<file path="config.mk">
export PLATFORM = sky130hd
export DESIGN_NAME = ir_run_sampler
export DESIGN_NICKNAME = d
export VERILOG_FILES = /design/src/rtl/ir_sampler_pkg.sv /design/src/rtl/ir_tick_div.sv /design/src/rtl/ir_in_cond.sv /design/src/rtl/ir_noise_filter.sv /design/src/rtl/ir_run_encoder.sv /design/src/rtl/ir_run_sampler.sv
export SDC_FILE = /design/constraint.sdc
export NUM_CORES = 1
export LEC_CHECK = 0
export BUFFER_PORTS_ARGS = -buffer_cell sky130_fd_sc_hd__buf_2
export CORE_ASPECT_RATIO = 0.75
export CORE_MARGIN = 2
export CORE_UTILIZATION = 58
export DETAILED_ROUTE_END_ITERATION = 16
export PLACE_DENSITY = 0.8
export SYNTH_ARGS = -nofsm -noshare
export SYNTH_HDL_FRONTEND = slang
export SYNTH_SLANG_ARGS = --single-unit
</file>
<file path="constraint.sdc">
create_clock -name clk -period 2.84 [get_ports clk]
set_input_delay 0.71 -clock clk [delete_from_list [all_inputs] [get_ports clk]]
set_output_delay 0.71 -clock clk [all_outputs]
set_load 0.01 [all_outputs]
</file>
<file path="src/rtl/ir_sampler_pkg.sv">
// Shared symbol format of the infrared run-length sampler.
// Assumes the byte layout is fixed: level in the MSB, length-1 below it.
package ir_sampler_pkg;

    localparam int LEN_W = 7;

    typedef struct packed {
        logic             pulse;   // 1 = active level, 0 = space
        logic [LEN_W-1:0] len_m1;  // run length in samples minus one
    } run_sym_t;

endpackage

</file>
<file path="src/rtl/ir_tick_div.sv">
// Sample-tick divider: one-cycle tick every DIV clocks while enabled.
// Assumes DIV >= 1; the phase restarts whenever en is low.
module ir_tick_div #(
    parameter int DIV = 64
) (
    input  logic clk,
    input  logic rst_n,
    input  logic en,
    output logic tick
);
    localparam int            CW   = (DIV > 1) ? $clog2(DIV) : 1;
    localparam logic [CW-1:0] LAST = CW'(DIV - 1);

    logic [CW-1:0] div_cnt;

    // Count clocks and issue a tick on the last one of each period.
    always_ff @(posedge clk) begin
        if (!rst_n || !en) begin
            div_cnt <= '0;
            tick    <= 1'b0;
        end else begin
            tick    <= (div_cnt == LAST);
            div_cnt <= (div_cnt == LAST) ? '0 : div_cnt + 1'b1;
        end
    end
endmodule

</file>
<file path="src/rtl/ir_in_cond.sv">
// Input conditioner: synchronizes the asynchronous receiver output and
// applies the polarity control. Assumes invert is quasi-static.
module ir_in_cond #(
    parameter int SYNC_STAGES = 2
) (
    input  logic clk,
    input  logic rst_n,
    input  logic ir_raw,
    input  logic invert,
    output logic smp_lvl
);
    logic [SYNC_STAGES-1:0] sync_q;

    generate
        if (SYNC_STAGES > 1) begin : g_chain
            // Shift the raw input through the synchronizer chain.
            always_ff @(posedge clk) begin
                if (!rst_n) sync_q <= '0;
                else        sync_q <= {sync_q[SYNC_STAGES-2:0], ir_raw};
            end
        end else begin : g_single
            // Single capture flop when only one stage is requested.
            always_ff @(posedge clk) begin
                if (!rst_n) sync_q <= '0;
                else        sync_q <= ir_raw;
            end
        end
    endgenerate

    assign smp_lvl = sync_q[SYNC_STAGES-1] ^ invert;
endmodule

</file>
<file path="src/rtl/ir_noise_filter.sv">
// Glitch filter: the filtered level follows the sampled input only after
// the new level has been seen on noise_thr consecutive ticks (0 acts as 1).
// Every accepted change is delayed by the same amount, so run lengths of
// runs at least noise_thr long are preserved. Output valid one clock after tick.
module ir_noise_filter #(
    parameter int NTHR_W = 6
) (
    input  logic              clk,
    input  logic              rst_n,
    input  logic              en,
    input  logic              tick,
    input  logic              smp_lvl,
    input  logic [NTHR_W-1:0] noise_thr,
    output logic              flt_lvl,
    output logic              flt_vld
);
    logic [NTHR_W:0] cand_cnt;
    logic [NTHR_W:0] cand_inc;
    logic [NTHR_W:0] need;

    assign need     = (noise_thr == '0) ? (NTHR_W+1)'(1) : {1'b0, noise_thr};
    assign cand_inc = cand_cnt + 1'b1;

    // Track how long the sampled level has differed and accept it at threshold.
    always_ff @(posedge clk) begin
        if (!rst_n || !en) begin
            flt_lvl  <= 1'b0;
            cand_cnt <= '0;
            flt_vld  <= 1'b0;
        end else begin
            flt_vld <= tick;
            if (tick) begin
                if (smp_lvl == flt_lvl) begin
                    cand_cnt <= '0;
                end else if (cand_inc >= need) begin
                    flt_lvl  <= smp_lvl;
                    cand_cnt <= '0;
                end else begin
                    cand_cnt <= cand_inc;
                end
            end
        end
    end
endmodule

</file>
<file path="src/rtl/ir_run_encoder.sv">
// Run encoder: counts filtered samples of constant level, pushes a symbol
// when the level changes or a run reaches 2**LEN_W samples, and detects an
// idle line after idle_thr full space chunks. Assumes one flt_vld per sample.
module ir_run_encoder
    import ir_sampler_pkg::*;
#(
    parameter int IDLE_W = 8
) (
    input  logic              clk,
    input  logic              rst_n,
    input  logic              en,
    input  logic              flt_vld,
    input  logic              flt_lvl,
    input  logic [IDLE_W-1:0] idle_thr,
    output run_sym_t          sym_q,
    output logic              push_q,
    output logic              pend_q
);
    localparam logic [LEN_W-1:0] CNT_MAX = '1;

    logic              cur_lvl, cur_lvl_n;
    logic [LEN_W-1:0]  run_cnt, run_cnt_n;
    logic [IDLE_W-1:0] chunks, chunks_n;
    logic              idle, idle_n;
    logic              emit, pend;
    run_sym_t          sym_n;
    logic [IDLE_W:0]   chunk_inc;

    assign chunk_inc = {1'b0, chunks} + 1'b1;

    // Decide the next run state and whether a symbol leaves this sample.
    always_comb begin
        cur_lvl_n = cur_lvl;
        run_cnt_n = run_cnt;
        chunks_n  = chunks;
        idle_n    = idle;
        emit      = 1'b0;
        pend      = 1'b0;
        sym_n     = '0;
        if (flt_vld) begin
            if (idle) begin
                if (flt_lvl) begin
                    idle_n    = 1'b0;
                    cur_lvl_n = 1'b1;
                    run_cnt_n = LEN_W'(1);
                    chunks_n  = '0;
                end
            end else if (flt_lvl != cur_lvl) begin
                if (run_cnt != '0) begin
                    emit         = 1'b1;
                    sym_n.pulse  = cur_lvl;
                    sym_n.len_m1 = run_cnt - 1'b1;
                end
                cur_lvl_n = flt_lvl;
                run_cnt_n = LEN_W'(1);
                chunks_n  = '0;
            end else if (run_cnt == CNT_MAX) begin
                emit         = 1'b1;
                sym_n.pulse  = cur_lvl;
                sym_n.len_m1 = CNT_MAX;
                run_cnt_n    = '0;
                if (!cur_lvl) begin
                    chunks_n = chunk_inc[IDLE_W-1:0];
                    if (idle_thr != '0 && chunk_inc == {1'b0, idle_thr}) begin
                        pend     = 1'b1;
                        idle_n   = 1'b1;
                        chunks_n = '0;
                    end
                end
            end else begin
                run_cnt_n = run_cnt + 1'b1;
            end
        end
    end

    // Register the run state and the outgoing symbol, strobe and packet end.
    always_ff @(posedge clk) begin
        if (!rst_n || !en) begin
            cur_lvl <= 1'b0;
            run_cnt <= '0;
            chunks  <= '0;
            idle    <= 1'b0;
            sym_q   <= '0;
            push_q  <= 1'b0;
            pend_q  <= 1'b0;
        end else begin
            cur_lvl <= cur_lvl_n;
            run_cnt <= run_cnt_n;
            chunks  <= chunks_n;
            idle    <= idle_n;
            push_q  <= emit;
            pend_q  <= pend;
            if (emit) sym_q <= sym_n;
        end
    end
endmodule

</file>
<file path="src/rtl/ir_run_sampler.sv">
// Infrared pulse run-length sampler top: conditioner, tick divider, glitch
// filter and run encoder in a chain. Both enables must be high to run;
// dropping either clears all run state. Outputs are registered.
module ir_run_sampler
    import ir_sampler_pkg::*;
#(
    parameter int DIV         = 64,
    parameter int SYNC_STAGES = 2,
    parameter int NTHR_W      = 6,
    parameter int IDLE_W      = 8
) (
    input  logic              clk,
    input  logic              rst_n,
    input  logic              glb_en,
    input  logic              rx_en,
    input  logic              ir_in,
    input  logic              invert,
    input  logic [NTHR_W-1:0] noise_thr,
    input  logic [IDLE_W-1:0] idle_thr,
    output logic [7:0]        sym_data,
    output logic              sym_push,
    output logic              pkt_end
);
    logic     run_en;
    logic     smp_lvl;
    logic     tick;
    logic     flt_lvl;
    logic     flt_vld;
    run_sym_t sym;

    assign run_en = glb_en & rx_en;

    ir_in_cond #(.SYNC_STAGES(SYNC_STAGES)) u_cond (
        .clk     (clk),
        .rst_n   (rst_n),
        .ir_raw  (ir_in),
        .invert  (invert),
        .smp_lvl (smp_lvl)
    );

    ir_tick_div #(.DIV(DIV)) u_div (
        .clk   (clk),
        .rst_n (rst_n),
        .en    (run_en),
        .tick  (tick)
    );

    ir_noise_filter #(.NTHR_W(NTHR_W)) u_flt (
        .clk       (clk),
        .rst_n     (rst_n),
        .en        (run_en),
        .tick      (tick),
        .smp_lvl   (smp_lvl),
        .noise_thr (noise_thr),
        .flt_lvl   (flt_lvl),
        .flt_vld   (flt_vld)
    );

    ir_run_encoder #(.IDLE_W(IDLE_W)) u_enc (
        .clk      (clk),
        .rst_n    (rst_n),
        .en       (run_en),
        .flt_vld  (flt_vld),
        .flt_lvl  (flt_lvl),
        .idle_thr (idle_thr),
        .sym_q    (sym),
        .push_q   (sym_push),
        .pend_q   (pkt_end)
    );

    assign sym_data = sym;
endmodule

</file>
After elaboration in Yosys (flattened, before gate mapping)
Index checks and enable logic that the tools add are counted. W data, S select, Z words.

Bits in registers: 45. Input bits: 20. Output and inout bits: 10. Word-level logic and storage cells: 78.

Add/subtract/negate cells: 5. $lt $le $gt $ge: 1. Equality and inequality tests: 7. Muxes and demuxes: 32. Bitwise operators: 4. Reductions and logical operators: 15.

Operator list (number): $mux W8 (11); $mux W7 (6); $add A7 B1 Y7 const B (2); $mux W1 (14); $add A8 B1 Y9 const B (1); $eq A9 B8 Y1 (1); $reduce_bool A8 Y1 (1); $eq A7 B7 Y1 const B (1); $ge A7 B7 Y1 (1); $reduce_bool A7 Y1 (1); $sub A7 B1 Y7 const B (1); $add A6 B1 Y6 const B (1); $eq A6 B6 Y1 const B (1); $logic_not A6 Y1 (1); $mux W6 (1); $reduce_and A3 Y1 (2); $reduce_and A4 Y1 (1); $ne A3 B3 Y1 const B (1); $reduce_bool A3 Y1 (1); $reduce_or A3 Y1 (1); $logic_not A1 Y1 (2); $ne A2 B2 Y1 const B (1); $not A1 Y1 (2); $reduce_and A2 Y1 (1); other kinds (8) (8).

Longest topological paths before layout
Gate-level depths: netlist of run 1.

Depth in word-level cells: 8. Depth in mapped cells: 10. Gate-level depth less buffers: 10.

By module
Synthesis of run 1 repeated with hierarchy kept, for this count alone.

Cells, all modules: 300. Area total of the unflattened synthesis: 2641.3 um^2.

Modules (own cells, without submodules): ir_run_encoder (instances 1, cells an instance 195, area an instance 1720.4 um^2, sequential area each 540.5 um^2); ir_noise_filter (instances 1, cells an instance 72, area an instance 593.1 um^2, sequential area each 180.2 um^2); ir_tick_div (instances 1, cells an instance 27, area an instance 260.2 um^2, sequential area each 140.1 um^2); ir_in_cond (instances 1, cells an instance 5, area an instance 61.3 um^2, sequential area each 40.0 um^2); ir_run_sampler (instances 1, cells an instance 1, area an instance 6.3 um^2, sequential area each 0.0 um^2).

Worst setup path before layout of run 1
OpenSTA, ideal clock, no wires.

Path type: input port to flip-flop. Start point: input port noise_thr[1]. End point: register u_flt.cand_cnt[2]. Library setup time: 0.070 ns. Arrival time: 2.437 ns. Data required time: 2.770 ns. Setup slack: 0.332 ns. Stages on the path: 9. Buffers on the path: 0. Cell sequence: nor3_1 > a31o_2 > ha_1 > nand2b_1 > a21o_1 > a21o_1 > a211oi_1 > o21ai_0 > a21oi_1.

Longest elaborated chain between the ends: 5.

RTL lines: start: declaration (RTL line ir_run_sampler.sv:18) `input logic [NTHR_W-1:0] noise_thr,`; $logic_not A6 Y1 (RTL line ir_noise_filter.sv:21) `assign need = (noise_thr == '0) ? (NTHR_W+1)'(1) : {1'b0, noise_thr};`; $mux W6 * (RTL line ir_noise_filter.sv:21); $ge A7 B7 Y1 * (RTL line ir_noise_filter.sv:35) `end else if (cand_inc >= need) begin`; $mux W7 * (RTL line ir_noise_filter.sv:35); $mux W7 * (RTL line ir_noise_filter.sv:33) `if (smp_lvl == flt_lvl) begin`; end signal: assignment (RTL line ir_noise_filter.sv:39) `cand_cnt <= cand_inc;`; end: declaration (RTL line ir_noise_filter.sv:17) `logic [NTHR_W:0] cand_cnt;`.

Every way passes the cells marked *; elsewhere a longest branch is shown, timed or not. A chain may end at the register's enable or synchronous reset.

Worst setup path in the final report of run 1
Start point: register u_flt.cand_cnt[0]. End point: register u_flt.cand_cnt[3].

Longest elaborated chain between the ends: 4.

RTL lines: $add A7 B1 Y7 * (RTL line ir_noise_filter.sv:22) `assign cand_inc = cand_cnt + 1'b1;`; $ge A7 B7 Y1 (RTL line ir_noise_filter.sv:35); $mux W7 * (RTL line ir_noise_filter.sv:35); $mux W7 * (RTL line ir_noise_filter.sv:33).

Marked as above.

==> summary.txt, run 1 <==
Outcome
  • Outcome: complete, no violations

CTS
  • CTS tree: done
  • Clk pin slew, worst setup/hold paths: 0.09 ns
  • CTS Buf Count: 5
  • H-tree lvl count: 2
  • Hold buffer count at cts: 0
  • Post-CTS setup buffer count: 0
  • Longest Clk Path Bufs: 2
  • CTS Sinks: 45
  • CTS-repair resized insts: 0
  • Root Buffer: clkbuf_8
  • Worst-Skew Late Latency: 0.30 ns

Synth
  • Post-synthesis mux area share: 1.23%
  • Synthesized area per cell: 8.44 um^2
  • FF+latch count, synth: 45
  • Seq/Total Area, Yosys: 36.8%
  • Most area-consuming cells after synthesis: dfxtp_1 37%, ha_1 6.1%, xnor2_1 5.0%
  • Yosys top cell area share: 36.8%
  • Synth Area in Simple Gates: 22.9%
  • Syn nets: 322
  • Post-synth EDFFs: 0
  • Synthesized area: 2450 um^2
  • Cells after synthesis: 290
  • Async set-reset flop share out of synthesis: 0%
  • Adder-Cell Fraction of Synth Area: 6.13%
  • Largest family of logic cells by synthesized area: simple AND/OR/NAND/NOR gates
  • Synth Area in XOR/XNOR: 9.30%
  • YS warnings: 0
  • Complex-gate fraction of the synthesized area: 18.6%
  • Largest area contributor in the netlist: dfxtp_1
  • Main synth FF type: dfxtp_1
  • Count of cell types in the netlist: 52

Die
  • Num rows: 20
  • Die ar.: 4760 um^2
  • Core Area: 4050 um^2
  • Die width: 79.0 um
  • I/O Pins: 30
  • Die height: 60.3 um
  • Starting density of the core: 60.4%

STA
  • Final period utilization: 85.3%
  • Fin. max-slew vios: 0
  • Fin. Hold Viols: 0
  • Max Fclk: 413 MHz
  • Min cycle time layout: 2.42 ns
  • RSZ-0062 raised after global routing: no
  • Setup-failing EPs final: 0
  • Setup Skew: 0.00536 ns
  • Worst Max-Slew Pin Slew: 0.850 ns
  • Slew headroom: 43.0%
  • Setup TNS: 0 ns

Global routing
  • Initial antenna violation count: 0
  • Tot GR Track Use: 24.9%
  • Largest net degree at the start of global routing: 26
  • Grt ovf: 0
  • First-pass GRT wire length: 9200 um
  • Vias in the first global route: 2003

Worst setup path
  • Critical-path cell list: ha_1 -> nand3_1 -> xnor2_1 -> ha_1 -> a21o_1 -> a21oi_1 -> nand3_1 -> a211oi_1 -> buf_4 -> a22oi_1 -> nor2_1
  • R2R Setup Slk: 0.42 ns
  • Slowest stage delay, CP: 0.43 ns
  • Worst setup EP type: flop
  • Worst EP arrival: 2.67 ns
  • CP required: 3.09 ns
  • Crit path launch: u_flt.cand_cnt[0]
  • R2R cell count: 11
  • Reg-to-Reg End: u_flt.cand_cnt[3]
  • Reg-to-reg startpoint: u_flt.cand_cnt[0]
  • CP Launch Type: flop
  • Worst Setup EP: u_flt.cand_cnt[3]
  • Largest fanout on the critical path: 5
  • WS Path Type: reg -> reg
  • CP max-delay cell: dfxtp_1

Worst hold path
  • Hold Path Class: reg -> reg
  • Hold Path Origin: u_cond.sync_q[0]

Drt
  • Wire length per cell: 13.9 um
  • Via count: 2151
  • Drt drc: 0
  • Vias per Instance: 5.71
  • Routed WL: 5250 um
  • Initial DRT Pass Iterations: 4
  • First DRT Iteration DRCs: 144
  • Detail Route Antenna Nets: 0

Final layout
  • Layout cells sized above 1: 16.8%
  • Diode count: 0
  • Fin util: 69.0%
  • Area growth from synthesis to layout: 14.4%
  • Final net count: 353
  • Post-route cell area: 2800 um^2

Power
  • VDD IR-drop max: 0.299 mV
  • Switching pwr: 0.000255 W
  • Clock power frac: 45.7%
  • P_int: 0.00101 W
  • PwrDens: 452 nW/um^2
  • Sw frac: 20.1%
  • Leakage: 1.13 nW
  • Power Total: 0.00126 W
  • Combinational group share of total power: 4.2%
  • Sequential power share: 50.1%

Place
  • DP HPWL: 3910 um
  • GP Congestion: 0.868
  • Port buffer count: 29
  • Placed instance area: 2660 um^2

Job
  • Max-cap viol count: 0
-- flip-flops by register name, indices dropped and copies added (netlist names) --
name            flops
u_cond.sync_q       2
u_div.div_cnt       6
u_div.tick          1
u_enc.chunks        8
u_enc.cur_lvl       1
u_enc.idle          1
u_enc.pend_q        1
u_enc.push_q        1
u_enc.run_cnt       7
u_enc.sym_q         8
u_flt.cand_cnt      7
u_flt.flt_lvl       1
u_flt.flt_vld       1
-- worst max-delay path, delay by kind of cell, from the launching register on --
kind | cells | cell delay, ns
flops | 1 | 0.43
simple gates | 3 | 0.34
fa+ha+maj | 2 | 0.51
xor+xnor | 1 | 0.26
compound gates | 4 | 0.63
buf+inv | 1 | 0.19
-- logic make-up after synthesis --
kind of cell,after synthesis
muxes,3
and+or+nand+nor,110
AOI/OAI and AO/OA,62
buffers and inverters,32
xor gates and xnor gates,26
adders and majority gates,12
DFF,45
-- power by group through the flow --
stage               Combinational, W  Clock [W]  Sequential (W)
global route               0.0000600   0.000617        0.000634
floorplan                  0.0000286          0        0.000648
CTS                        0.0000533   0.000585        0.000633
detailed placement         0.0000528          0        0.000648
global placement           0.0000510          0        0.000648
finish                     0.0000534   0.000578        0.000633
-- layer usage --
metal	GRT usage, %	up-vias	part of all wire [%]
met3	4.98	9	5.5
li1	-	1092	-
met1	32.6	981	49
met2	41.3	69	44
met5	0	-	0
met4	9.36	0	1.5
-- layout by cell type, fill, tap and decap left out, drive strengths merged, types with 12 or more instances in the layout --
| cell | instances |
|---|---|
| dfxtp | 45 |
| ha | 12 |
| nand3 | 12 |
| xnor2 | 14 |
| xor2 | 12 |
| inv | 21 |
| a21oi | 12 |
| nor2 | 27 |
| buf | 35 |
| o21ai | 12 |
| nand2 | 29 |
-- stage by stage --
step | setup WS, ns | cells | hold slack [ns]
2_1_floorplan | 0.332 | 290 | 0.412
3_3_place_gp | 0.330 | 369 | 0.418
3_5_place_dp | 0.215 | 369 | 0.436
4_1_cts | 0.427 | 377 | 0.454
5_1_grt | 0.130 | 377 | 0.473
6_report | 0.416 | 377 | 0.454
-- cell usage after synthesis (2+ instances only) --
cell type,number
a211o_1,2
a21o_1,3
a21oi_1,12
a221oi_1,7
a22oi_1,5
a311oi_1,2
a32oi_1,2
and2_1,4
and3_1,6
buf_2,3
clkbuf_1,7
dfxtp_1,45
ha_1,12
inv_1,20
mux2i_1,3
nand2_1,29
nand2b_1,3
nand3_1,11
nand4_1,2
nor2_1,27
nor2b_1,6
nor3_1,6
o2111ai_1,2
o211ai_1,2
o21ai_0,12
o221ai_1,4
or3_1,3
or4b_2,2
xnor2_1,14
xor2_1,12
-- final cells by class --
cell class                      instances  area (um^2)
Multi-Input combinational cell        213         1420
Clock inverter                          3         68.8
Inverter                               21         78.8
Tap cell                               55         68.8
Timing Repair Buffer                   35          190
Clock buffer                            5         68.8
Fill cell                             349         1250
Sequential cell                        45          901
-- how the worst min path moves through the flow --
| stage | endpoint | cells past startpoint |
|---|---|---|
| global placement | u_cond.sync_q[1] | 1 |
| floorplan | u_cond.sync_q[1] | 1 |
| finish | u_cond.sync_q[1] | 1 |
| CTS | u_cond.sync_q[1] | 1 |
| global route | u_cond.sync_q[1] | 1 |
| detailed placement | u_cond.sync_q[1] | 1 |
(Power assumes the default switching activity.)
==> run 2: changes to the inputs <==
--- a/config.mk
+++ b/config.mk
@@ -11,6 +11,7 @@
 export CORE_UTILIZATION = 58
 export DETAILED_ROUTE_END_ITERATION = 16
 export PLACE_DENSITY = 0.8
+export REMOVE_ABC_BUFFERS = 1
 export SYNTH_ARGS = -nofsm -noshare
 export SYNTH_HDL_FRONTEND = slang
 export SYNTH_SLANG_ARGS = --single-unit
==> run 2 against run 1 <==
Net effect: sequential cell count unchanged; cell count stayed put; largest cell class unchanged; combinational power decreased by 1%; first-iteration DRC count grew 13%; clock skew fell by 0.0014 ns; critical path depth fell by 3; worst setup slack worse by 0.022 ns; via count shrank 1.5%; sequential power barely moved; global-route usage shrank 2.9 points.
==> summary.txt, run 2 (synthesis gave the netlist of run 1 again) <==
CTS
  • Clk pin slew, worst setup/hold paths: 0.09 ns (about the same)
  • CTS Sinks: 45 (unchanged)
  • Longest Clk Path Bufs: 2 (unchanged)
  • Root Buffer: clkbuf_8 (unchanged)
  • Worst-Skew Late Latency: 0.29 ns (was 0.30 ns)
  • CTS tree: done (unchanged)
  • CTS Buf Count: 5 (unchanged)
  • CTS-repair resized insts: 0 (unchanged)
  • H-tree lvl count: 2 (unchanged)
  • Hold buffer count at cts: 0 (unchanged)
  • Post-CTS setup buffer count: 0 (unchanged)

Global routing
  • Vias in the first global route: 1906 (was 2003)
  • Met2 usage: 34.5% (was 41.3%)
  • Largest net degree at the start of global routing: 26 (unchanged)
  • Tot GR Track Use: 22.1% (was 24.9%)
  • Initial antenna violation count: 0 (unchanged)
  • Met1 usage: 30.6% (was 32.6%)
  • Grt met3 use: 5.29% (was 4.98%)
  • GR peak layer: met2 (unchanged)
  • Grt ovf: 0 (unchanged)
  • First-pass GRT wire length: 8290 um (was 9200 um)

Final layout
  • Final net count: 353 (unchanged)
  • Fill cells: 337 (was 349)
  • Layout cells sized above 1: 16.8% (unchanged)
  • Diode count: 0 (unchanged)
  • Area growth from synthesis to layout: 13.7% (was 14.4%)
  • Most frequent cells in the layout: 45 x dfxtp_1, 29 x nand2_1, 29 x buf_2 (unchanged)
  • Most common cell after layout, fill and taps aside: dfxtp_1 (unchanged)
  • Top flop regs: u_enc.chunks: 8 flops, u_enc.sym_q: 8 flops (unchanged)

Place
  • GP Congestion: 0.879 (was 0.868)
  • Pre-CTS setup slack: 0.270 ns (was 0.215 ns)
  • Port buffer count: 29 (unchanged)
  • DP HPWL: 3710 um (was 3910 um)

Worst hold path
  • Hold Path Class: reg -> reg (unchanged)

Outcome
  • Outcome: complete, no violations (unchanged)

STA
  • Worst Max-Slew Pin Slew: 0.482 ns (was 0.850 ns)
  • RSZ-0062 raised after global routing: no (unchanged)
  • Setup TNS: 0 ns (unchanged)
  • Slew headroom: 67.5% (was 43.0%)
  • Setup-failing EPs final: 0 (unchanged)
  • Setup Skew: 0.00392 ns (was 0.00536 ns)
  • Max Fclk: 409 MHz (was 413 MHz)
  • Min cycle time layout: 2.45 ns (was 2.42 ns)
  • Final period utilization: 86.1% (was 85.3%)
  • Final Worst Setup Slack: 0.394 ns (was 0.416 ns)
  • Fin. max-slew vios: 0 (unchanged)
  • Fin. Hold Viols: 0 (unchanged)

Die
  • Die ar.: 4760 um^2 (unchanged)
  • Core Area: 4050 um^2 (unchanged)
  • Starting density of the core: 60.4% (unchanged)
  • Num rows: 20 (unchanged)
  • I/O Pins: 30 (unchanged)
  • Die width: 79.0 um (unchanged)
  • Die height: 60.3 um (unchanged)

Drt
  • Via count: 2118 (was 2151)
  • Drt drc: 0 (unchanged)
  • Detail Route Antenna Nets: 0 (unchanged)
  • Vias per Instance: 5.62 (was 5.71)
  • Initial DRT Pass Iterations: 4 (unchanged)
  • Routed WL: 5010 um (was 5250 um)
  • Wire length per cell: 13.3 um (was 13.9 um)
  • First DRT Iteration DRCs: 163 (was 144)

Worst setup path
  • Worst setup EP type: flop (unchanged)
  • WS Path Type: reg -> reg (unchanged)
  • CP Launch Type: flop (unchanged)
  • Largest fanout on the critical path: 8 (was 5)
  • Worst EP arrival: 2.68 ns (was 2.67 ns)
  • CP required: 3.07 ns (was 3.09 ns)

Power
  • PwrDens: 428 nW/um^2 (was 452 nW/um^2)
  • Leakage: 1.12 nW (was 1.13 nW)
  • VDD IR-drop max: 0.415 mV (was 0.299 mV)

Job
  • Max-cap viol count: 0 (unchanged)
==> run 2: changes by cell type in the layout (fill, tap and decap cells not counted), sizes merged <==
cell | before | now
clkbuf | 5 | 6
clkinvlp | 0 | 1
bufinv | 2 | 1
inv | 21 | 20
==> run 2: worst paths after layout <==
check / depth (start not counted) / start / slack, ns / endpoint
max reg2reg: 8 / u_enc.chunks[0] / 0.39 / u_enc.chunks[5]
max: 8 / u_enc.chunks[0] / 0.39 / u_enc.chunks[5]
min reg2reg: 1 / u_cond.sync_q[0] / 0.46 / u_cond.sync_q[1]
min: 1 / u_cond.sync_q[0] / 0.46 / u_cond.sync_q[1]
==> run 2: stage by stage <==
step / total power (W) / hold slack, ns / std cells / cell area, um^2 / utilization, %
after floorplan: 0.000675 / 0.412 / 279 / 2400 / -
after global routing: 0.00123 / 0.489 / 377 / 2780 / 68.6
after global placement: 0.000699 / 0.421 / 369 / 2660 / 65.6
after CTS: 0.00120 / 0.467 / 377 / 2780 / 68.6
final: 0.00119 / 0.459 / 377 / 2780 / 68.6
after detailed placement: 0.000700 / 0.447 / 369 / 2660 / 65.6
==> run 2: layout make-up <==
type	instances	area [um^2]	share of cell area (%)
Clock buffer	6	82.6	2.97
Clock inverter	2	37.5	1.35
Inverter	21	78.8	2.83
Multi-Input combinational cell	213	1420	51.1
Sequential cell	45	901	32.4
Tap cell	55	68.8	2.47
Timing Repair Buffer	35	190	6.84
==> run 2: where the power goes <==
part | internal, W | switching, W | leakage [nW]
Clock | 0.000286 | 0.000218 | 0.0574
Sequential | 0.000632 | 0.00000104 | 0.363
Combinational | 0.0000236 | 0.0000291 | 0.696
Total | 0.000942 | 0.000249 | 1.12
==> run 2: critical path, stage by stage (launching register included) <==
cell and delay, ns:
dfxtp_1 0.46, ha_1 0.31, or4b_2 0.68, o22ai_1 0.23, a2111oi_2 0.09, o2111ai_2 0.11
buf_4 0.20, o21ai_0 0.14, o21ai_0 0.17
==> run 2: layer usage <==
metal	part of all wire, %	vias up
met1	51	970
met3	5.9	6
li1	-	1090
met5	0	-
met2	43	52
met4	0.70	0
